[config.mk]
export PLATFORM = sky130hd
export DESIGN_NAME = sram_chk_wrap
export DESIGN_NICKNAME = d
export VERILOG_FILES = /design/src/rtl/sram_chk_pkg.sv /design/src/rtl/sram_chk_seq.sv /design/src/rtl/sram_chk_cmp.sv /design/src/rtl/sram_chk_mux.sv /design/src/rtl/sram_chk_wrap.sv
export SDC_FILE = /design/constraint.sdc
export NUM_CORES = 1
export LEC_CHECK = 0
export BUFFER_PORTS_ARGS = -buffer_cell sky130_fd_sc_hd__buf_2
export CELL_PAD_IN_SITES_DETAIL_PLACEMENT = 0
export CELL_PAD_IN_SITES_GLOBAL_PLACEMENT = 1
export CORE_MARGIN = 4
export CORE_UTILIZATION = 34
export DETAILED_ROUTE_END_ITERATION = 10
export PLACE_DENSITY = 0.82
export SLEW_MARGIN = 10
export SYNTH_ARGS = -nofsm -noshare
export SYNTH_HDL_FRONTEND = slang
export SYNTH_HIERARCHICAL = 1
export SYNTH_SLANG_ARGS = --single-unit
[constraint.sdc]
create_clock -name clk -period 1.7 [get_ports clk]
set_clock_uncertainty 0.05 [all_clocks]
set_input_delay 0.425 -clock clk [delete_from_list [all_inputs] [get_ports clk]]
set_output_delay 0.425 -clock clk [all_outputs]
set_load 0.01 [all_outputs]
[src/rtl/sram_chk_pkg.sv]
package sram_chk_pkg;

    typedef enum logic [1:0] {
        ST_IDLE  = 2'd0,
        ST_FILL  = 2'd1,
        ST_READ  = 2'd2,
        ST_WRITE = 2'd3
    } tst_state_e;

    // Alternating-bit word: odd bit positions set, even positions clear.
    function automatic logic [63:0] checker_word(input int unsigned width);
        logic [63:0] w;
        w = '0;
        for (int unsigned i = 0; i < 64; i++) begin
            if ((i % 2 == 1) && (i < width)) begin
                w[i] = 1'b1;
            end
        end
        return w;
    endfunction

endpackage

[src/rtl/sram_chk_seq.sv]
module sram_chk_seq
    import sram_chk_pkg::*;
#(
    parameter int ADDR_W = 8,
    parameter int DATA_W = 10
) (
    input  logic              clk,
    input  logic              rst_n,
    input  logic              en_i,
    output logic [ADDR_W-1:0] t_addr_o,
    output logic [DATA_W-1:0] t_wdata_o,
    output logic              t_we_o,
    output logic              t_re_o,
    output logic              cmp_en_o,
    output logic [DATA_W-1:0] exp_o
);
    localparam logic [DATA_W-1:0] PAT     = DATA_W'(checker_word(DATA_W));
    localparam logic [ADDR_W-1:0] LAST_AD = {ADDR_W{1'b1}};

    typedef struct packed {
        tst_state_e        st;
        logic [ADDR_W-1:0] addr;
        logic              inv;
    } seq_t;

    seq_t s_d, s_q;
    logic [DATA_W-1:0] exp_w;

    always_comb begin
        s_d       = s_q;
        exp_w     = s_q.inv ? ~PAT : PAT;
        t_addr_o  = s_q.addr;
        t_wdata_o = '0;
        t_we_o    = 1'b0;
        t_re_o    = 1'b0;
        cmp_en_o  = 1'b0;
        unique case (s_q.st)
            ST_IDLE: begin
                if (en_i) begin
                    s_d.st   = ST_FILL;
                    s_d.addr = '0;
                    s_d.inv  = 1'b0;
                end
            end
            ST_FILL: begin
                t_we_o    = 1'b1;
                t_wdata_o = PAT;
                if (!en_i) begin
                    s_d.st = ST_IDLE;
                end else if (s_q.addr == LAST_AD) begin
                    s_d.st   = ST_READ;
                    s_d.addr = '0;
                end else begin
                    s_d.addr = s_q.addr + 1'b1;
                end
            end
            ST_READ: begin
                t_re_o = 1'b1;
                s_d.st = en_i ? ST_WRITE : ST_IDLE;
            end
            ST_WRITE: begin
                t_we_o    = 1'b1;
                t_wdata_o = ~exp_w;
                cmp_en_o  = 1'b1;
                if (!en_i) begin
                    s_d.st = ST_IDLE;
                end else begin
                    s_d.st   = ST_READ;
                    s_d.addr = s_q.addr + 1'b1;
                    if (s_q.addr == LAST_AD) begin
                        s_d.inv = ~s_q.inv;
                    end
                end
            end
            default: s_d.st = ST_IDLE;
        endcase
        exp_o = exp_w;
    end

    always_ff @(posedge clk or negedge rst_n) begin
        if (!rst_n) begin
            s_q <= '{st: ST_IDLE, addr: '0, inv: 1'b0};
        end else begin
            s_q <= s_d;
        end
    end

endmodule

[src/rtl/sram_chk_cmp.sv]
module sram_chk_cmp #(
    parameter int DATA_W = 10
) (
    input  logic              clk,
    input  logic              rst_n,
    input  logic              en_i,
    input  logic              cmp_en_i,
    input  logic [DATA_W-1:0] exp_i,
    input  logic [DATA_W-1:0] rdata_i,
    output logic              err_o
);
    typedef struct packed {
        logic err;
    } cmp_t;

    cmp_t c_d, c_q;

    always_comb begin
        c_d.err = en_i && cmp_en_i && (rdata_i != exp_i);
    end

    always_ff @(posedge clk or negedge rst_n) begin
        if (!rst_n) begin
            c_q <= '{err: 1'b0};
        end else begin
            c_q <= c_d;
        end
    end

    assign err_o = c_q.err;

endmodule

[src/rtl/sram_chk_mux.sv]
module sram_chk_mux #(
    parameter int ADDR_W = 8,
    parameter int DATA_W = 10
) (
    input  logic              sel_test_i,
    input  logic [ADDR_W-1:0] f_addr_i,
    input  logic [DATA_W-1:0] f_wdata_i,
    input  logic              f_we_i,
    input  logic              f_re_i,
    input  logic [ADDR_W-1:0] t_addr_i,
    input  logic [DATA_W-1:0] t_wdata_i,
    input  logic              t_we_i,
    input  logic              t_re_i,
    output logic [ADDR_W-1:0] m_addr_o,
    output logic [DATA_W-1:0] m_wdata_o,
    output logic              m_we_o,
    output logic              m_re_o
);
    always_comb begin
        if (sel_test_i) begin
            m_addr_o  = t_addr_i;
            m_wdata_o = t_wdata_i;
            m_we_o    = t_we_i;
            m_re_o    = t_re_i;
        end else begin
            m_addr_o  = f_addr_i;
            m_wdata_o = f_wdata_i;
            m_we_o    = f_we_i;
            m_re_o    = f_re_i;
        end
    end

endmodule

[src/rtl/sram_chk_wrap.sv]
module sram_chk_wrap #(
    parameter int ADDR_W = 8,
    parameter int DATA_W = 10
) (
    input  logic              clk,
    input  logic              rst_n,
    input  logic              test_en_i,
    input  logic [ADDR_W-1:0] func_addr_i,
    input  logic [DATA_W-1:0] func_wdata_i,
    input  logic              func_we_i,
    input  logic              func_re_i,
    output logic [DATA_W-1:0] func_rdata_o,
    output logic [ADDR_W-1:0] mem_addr_o,
    output logic [DATA_W-1:0] mem_wdata_o,
    output logic              mem_we_o,
    output logic              mem_re_o,
    input  logic [DATA_W-1:0] mem_rdata_i,
    output logic              err_o
);
    logic [ADDR_W-1:0] t_addr;
    logic [DATA_W-1:0] t_wdata;
    logic [DATA_W-1:0] t_exp;
    logic              t_we;
    logic              t_re;
    logic              t_cmp;

    sram_chk_seq #(.ADDR_W(ADDR_W), .DATA_W(DATA_W)) u_seq (
        .clk      (clk),
        .rst_n    (rst_n),
        .en_i     (test_en_i),
        .t_addr_o (t_addr),
        .t_wdata_o(t_wdata),
        .t_we_o   (t_we),
        .t_re_o   (t_re),
        .cmp_en_o (t_cmp),
        .exp_o    (t_exp)
    );

    sram_chk_cmp #(.DATA_W(DATA_W)) u_cmp (
        .clk     (clk),
        .rst_n   (rst_n),
        .en_i    (test_en_i),
        .cmp_en_i(t_cmp),
        .exp_i   (t_exp),
        .rdata_i (mem_rdata_i),
        .err_o   (err_o)
    );

    sram_chk_mux #(.ADDR_W(ADDR_W), .DATA_W(DATA_W)) u_mux (
        .sel_test_i(test_en_i),
        .f_addr_i  (func_addr_i),
        .f_wdata_i (func_wdata_i),
        .f_we_i    (func_we_i),
        .f_re_i    (func_re_i),
        .t_addr_i  (t_addr),
        .t_wdata_i (t_wdata),
        .t_we_i    (t_we),
        .t_re_i    (t_re),
        .m_addr_o  (mem_addr_o),
        .m_wdata_o (mem_wdata_o),
        .m_we_o    (mem_we_o),
        .m_re_o    (mem_re_o)
    );

    assign func_rdata_o = mem_rdata_i;

endmodule

==> qor.yml, run 1 <==
status: "complete, but fails checks"
violations: "negative setup slack"
required_ns: 1.22
period_needed_ns: 1.73
first_global_vias: 1100
final_nets: 224
grt_setup_unrepaired: "true"
layout_common_cells: "52 x buf_2, 20 x mux2_4, 15 x buf_4, 11 x buf_6, 11 x dfrtp_1"
fmax_ghz: 0.578
worst-path-max-fanout: 5
start_util: 0.353
row_count: 23
gp_congestion: 0.832
finalNonFillerCells: 238
r2r_cells: 5
power_density_nw_per_um2: 532
cp_data_arrival_time_ns: 1.26
wirelength_um: 3300
ir_drop_mv: 0.149
viasPerCell: 4.94
synthSimpleGateAreaFrac: 0.143
cts.path.max_buffers: 2
port_buffers: 63
crit_family: "flip-flops"
leakagePower_uw: 0.000903
grt_max_degree: 17
area_growth_pct: 25.5
slowest_delay_ns: 0.47
clkPwrFrac: 0.269
seq_area_frac_synth: 0.213
synth_nets: 180
cts_hold_buf: 0
endpoint_kind: "output port"
worst_pin_slew_ns: 0.445
postSynthCellCount: 146
h-tree-depth: 1
final_common_cell: "buf_2"
async_flop_share: 1.00
max_cap_viol_count: 0
vias: 1175
synthMuxAreaShare: 0.220
synth_xor_area_frac: 0.0620
final_layout_size_suffix_gt1_frac: 0.606
hp-class: "in -> async"
setup_viol: 11
internal_power_uw: 666
startpoint_type: "flop"
seqPwrFrac: 0.334
post-route-period-util: 1.02
synth_compound_area_frac: 0.117
yosys.cell_types.count: 42
route.detailed.drc: 0
wire_per_inst_um: 13.9
firstDrtPassIters: 4
core_um2: 4000
synth_edf_count: 0
ys_seq_elements: 12
io_pins: 64
cts_tree: "built"
dpl.hpwl_um: 2680
drt_iter0_markers: 56
slowest_stage: "dfrtp_2"
die_y_um: 72.5
power_switching_uw: 277
path_cells: "nand2b_4 > inv_6 > mux2_4 > buf_6"
synth_top_family_by_area: "buffers and inverters"
fin_tns_setup_ns: -0.140
grt_antenna_before_repair: 0
pwr-share-comb: 0.397
postRouteAntennaNets: 0
cts_made_buffers: 3
grt_pass1_wl_um: 5240
dp_cells: 232
setup_slack_ns: -0.0303
syn_area_um2: 1410
numClockSinks: 12
clk_latency_ns: 0.24
grt_usage: 0.124
cts_root_buf: "clkbuf_8"
die-area_um2: 5250
diodes: 0
worst-setup-path-type: "reg -> out"
grt_overflow: 0
yosysWarnings: 6
clkTransAtPathRegs_ns: 0.05
path_buf_inv: 2
die_w_um: 72.5
slew_headroom: 0.701
synth_fa_ha_area_frac: 0.00886
hold_violations: 0
syn_avg_cell_area_um2: 9.68
synth_ff_type: "dfrtp_1"
cp_num_cells: 4
swShare: 0.294
slew_viol_final: 0
cell usage after synthesis (2+ instances only):
master     n  area (µm²)
inv_1      5        18.8
nand4_1    2        12.5
o21ai_0    2        10.0
nand2_1    8        30.0
a31oi_1    2        12.5
buf_6      2        22.5
nor2_1     3        11.3
xor2_1    10        87.6
o31ai_1    4        30.0
buf_4     36         270
mux2_4    20         300
o311ai_0   2        17.5
a22oi_1    3        22.5
or4_1      4        30.0
dfrtp_1   12         300
nand2b_1   3        18.8
nor4_1     3        18.8
state kept, by name, summed over array words and instances, names as in the netlist:
register and flops:
u_seq/s_q 3, u_cmp/err_o 1, u_seq/t_addr_o 8
final cells by class:
type | instances | area (µm²)
fillers | 391 | 2230
multi-input cells | 87 | 803
repair buffers | 80 | 537
flip-flops and latches | 12 | 302
well taps | 50 | 62.6
clock buffers | 3 | 41.3
inverters | 6 | 27.5
metal layers:
layer / global-route usage / wire length (µm) / part of all wire
met5: 0 / 0 / 0
met4: 0.0451 / 0 / 0
met3: 0.0111 / 212 / 0.064
met2: 0.220 / 1740 / 0.53
met1: 0.154 / 1340 / 0.41
logic make-up (layout without fill, tap and decap cells):
group,count (synthesis),count (layout)
flops,12,12
xor+xnor,10,10
fa+ha+maj,1,1
simple gates,33,33
mux,21,21
buf+inv,47,89
compound gates,22,22
repair_timing:
action                                  CTS  global route
gates resized for setup                  13             7
setup buffers                             1             2
endpoints found under the setup margin   11            12
pin swaps                                 0             1
metrics by stage:
step	utilization	total power (µW)	setup WS (ns)	hold slack [ns]	cell area, µm²
6_report	0.443	943	-0.0303	0.0205	1770
5_1_grt	0.443	1000	-0.0657	0.0380	1770
4_1_cts	0.430	933	-0.0372	0.0201	1720
3_5_place_dp	0.403	661	0.0298	0.274	1610
3_3_place_gp	0.403	656	0.0391	0.270	1610
2_1_floorplan	-	590	0.0504	0.0794	1410
power groups by stage:
stage	clock network, µW	logic [µW]	registers, µW
floorplan	0	268	322
global placement	0	338	318
detailed placement	0	342	319
CTS	261	357	315
global route	275	409	318
finish	254	375	315
path summary, 6_finish.rpt:
path	slack (ns)	to	from
min in group clk	0.48	u_cmp/err_o	mem_rdata_i[2]
worst max-delay path	-0.03	mem_re_o	u_seq/s_q[10]
max in group asynchronous	1.33	u_seq/s_q[10]	rst_n
worst min-delay path	0.02	u_seq/t_addr_o[3]	rst_n
worst max register to register	0.08	u_seq/t_addr_o[4]	u_seq/s_q[10]
worst min register to register	0.53	u_seq/t_addr_o[7]	u_seq/t_addr_o[7]
Note: power is estimated with default switching activity, not from simulation.
==> run 2, diff against run 1 <==
- CORE_UTILIZATION: 34 -> 30
- PLACE_DENSITY: 0.82 -> 0.74
==> run 2 against run 1 <==
  * The flow still finishes with violations (negative setup slack)
  * Combinational power is essentially flat
  * Sequential share of layout area decreased by 0.49 points
  * Critical path depth unchanged
  * Worst hold slack improved by 0.00090 ns
  * Global-route usage decreased by 1.3 points
  * Maximum frequency is 0.23% lower
  * Die area rose by 12%
  * Worst setup slack got worse by 0.0040 ns
  * Register-to-register slack hardly changed
  * Total power up 0.31%
  * Wire length fell by 1.4%
  * Non-clock buffer count up 6
==> qor.yml, run 2 (synthesis results as in run 1) <==
slew_viol_final: 0
cp_data_arrival_time_ns: 1.26
numClockSinks: 12
clkTransAtPathRegs_ns: 0.05
setup_viol: 6
status: "complete, but fails checks"
worst-path-max-fanout: 7
regArea_um2: 303
vias: 1191
final_util: 0.412
die_w_um: 76.6
drt_iter0_markers: 67
leakagePower_uw: 0.000932
hp-class: "in -> async"
start_util: 0.318
fill_cells: 424
largest_reg_flops: 8
slowest_stage: "dfrtp_2"
path_cells: "nand2b_4 > nor2_4 > mux2_4 > buf_6"
cts_tree: "built"
io_pins: 64
row_count: 24
power_density_nw_per_um2: 516
startpoint_type: "flop"
final_layout_size_suffix_gt1_frac: 0.624
h-tree-depth: 1
grt_antenna_before_repair: 0
reg2reg_slack_ns: 0.08
clk_latency_ns: 0.24
hold_violations: 0
path_buf_inv: 1
cts_hold_buf: 0
firstDrtPassIters: 4
cts_made_buffers: 3
wirelength_um: 3250
fmax_ghz: 0.577
die-area_um2: 5870
fin_tns_setup_ns: -0.186
required_ns: 1.22
final_nets: 230
grt_pass1_wl_um: 5490
slowest_delay_ns: 0.48
slew_headroom: 0.759
worstReg2RegStart: "u_seq/s_q[0]"
cts.path.max_buffers: 2
grt_setup_unrepaired: "true"
grt_usage: 0.111
diodes: 0
r2r_cells: 5
first_global_vias: 1158
ir_drop_mv: 0.191
setup_slack_ns: -0.0342
viasPerCell: 4.84
cts_root_buf: "clkbuf_8"
wire_per_inst_um: 13.2
die_y_um: 76.6
grt_max_degree: 19
endpoint_kind: "output port"
layout_common_cells: "50 x buf_2, 21 x buf_4, 20 x mux2_4, 12 x buf_6"
final_common_cell: "buf_2"
multi_input_area_um2: 803
worst_pin_slew_ns: 0.358
route.detailed.drc: 0
max_cap_viol_count: 0
dpl.hpwl_um: 2580
crit_family: "flip-flops"
grt_overflow: 0
period_needed_ns: 1.73
worst-setup-path-type: "reg -> out"
port_buffers: 63
core_um2: 4440
violations: "negative setup slack"
post-route-period-util: 1.02
area_growth_pct: 29.8
postRouteAntennaNets: 0
gp_congestion: 0.708
r2r-end: "u_seq/s_q[0]"
==> run 2: changes by cell type in the layout (fill, tap and decap cells not counted) <==
| cell | before | now |
|---|---|---|
| buf_4 | 15 | 21 |
| buf_2 | 52 | 50 |
| buf_6 | 11 | 12 |
| clkbuf_4 | 0 | 1 |
| dfrtp_1 | 11 | 10 |
| dfrtp_2 | 1 | 2 |
| inv_2 | 2 | 1 |
| inv_4 | 0 | 1 |
==> run 2: final cells by class <==
class,count,area share
Multi-Input combinational cell,87,0.438
Inverter,6,0.0164
Timing Repair Buffer,86,0.322
Sequential cell,12,0.165
Clock buffer,3,0.0225
Tap cell,52,0.0355
==> run 2: layer usage <==
| layer | share of wire | track usage | vias up |
|---|---|---|---|
| met5 | 0 | 0 | - |
| met4 | 0.011 | 0.0435 | 0 |
| met3 | 0.069 | 0.0213 | 4 |
| met2 | 0.49 | 0.185 | 52 |
| met1 | 0.43 | 0.139 | 547 |
| li1 | - | - | 588 |
==> run 2: how the worst max path moves through the flow <==
stage | start | end | cells past startpoint
5_1_grt | u_seq/s_q[0] | mem_wdata_o[4] | 4
4_1_cts | u_seq/s_q[10] | mem_wdata_o[4] | 4
2_1_floorplan | u_seq/s_q[10] | mem_wdata_o[3] | 4
6_report | u_seq/s_q[10] | mem_wdata_o[6] | 4
3_3_place_gp | u_seq/s_q[10] | mem_wdata_o[0] | 4
3_5_place_dp | test_en_i | mem_wdata_o[4] | 4
==> run 2: worst reg2reg max path: stages, from the launching register on <==
cell and delay (ns):
dfrtp_1 0.41, nand2b_4 0.17, buf_4 0.13, buf_4 0.12, or4_1 0.50, o311ai_0 0.11
==> run 2: what timing repair did <==
item / CTS / global route
endpoints found under the setup margin: 11 / 15
gates resized for setup: 17 / 7
buffers inserted: 5 / 1
pin swaps: 1 / 0
==> run 2: report_power, final <==
group          leakage (µW)  internal (µW)  switching (µW)
logic              0.000751            212             164
registers          0.000159            301            14.2
clock network     0.0000216            156            99.5
==> run 2: per-stage QoR <==
stage	std cells	power [µW]	hold WS (ns)	instance area [µm²]	setup slack, ns
2_1_floorplan	146	590	0.0794	1410	0.0504
5_1_grt	246	1000	0.0393	1830	-0.0717
3_3_place_gp	237	658	0.280	1640	0.0160
3_5_place_dp	237	660	0.277	1640	0.0117
4_1_cts	245	944	0.0223	1790	-0.0370
6_report	246	946	0.0214	1830	-0.0342
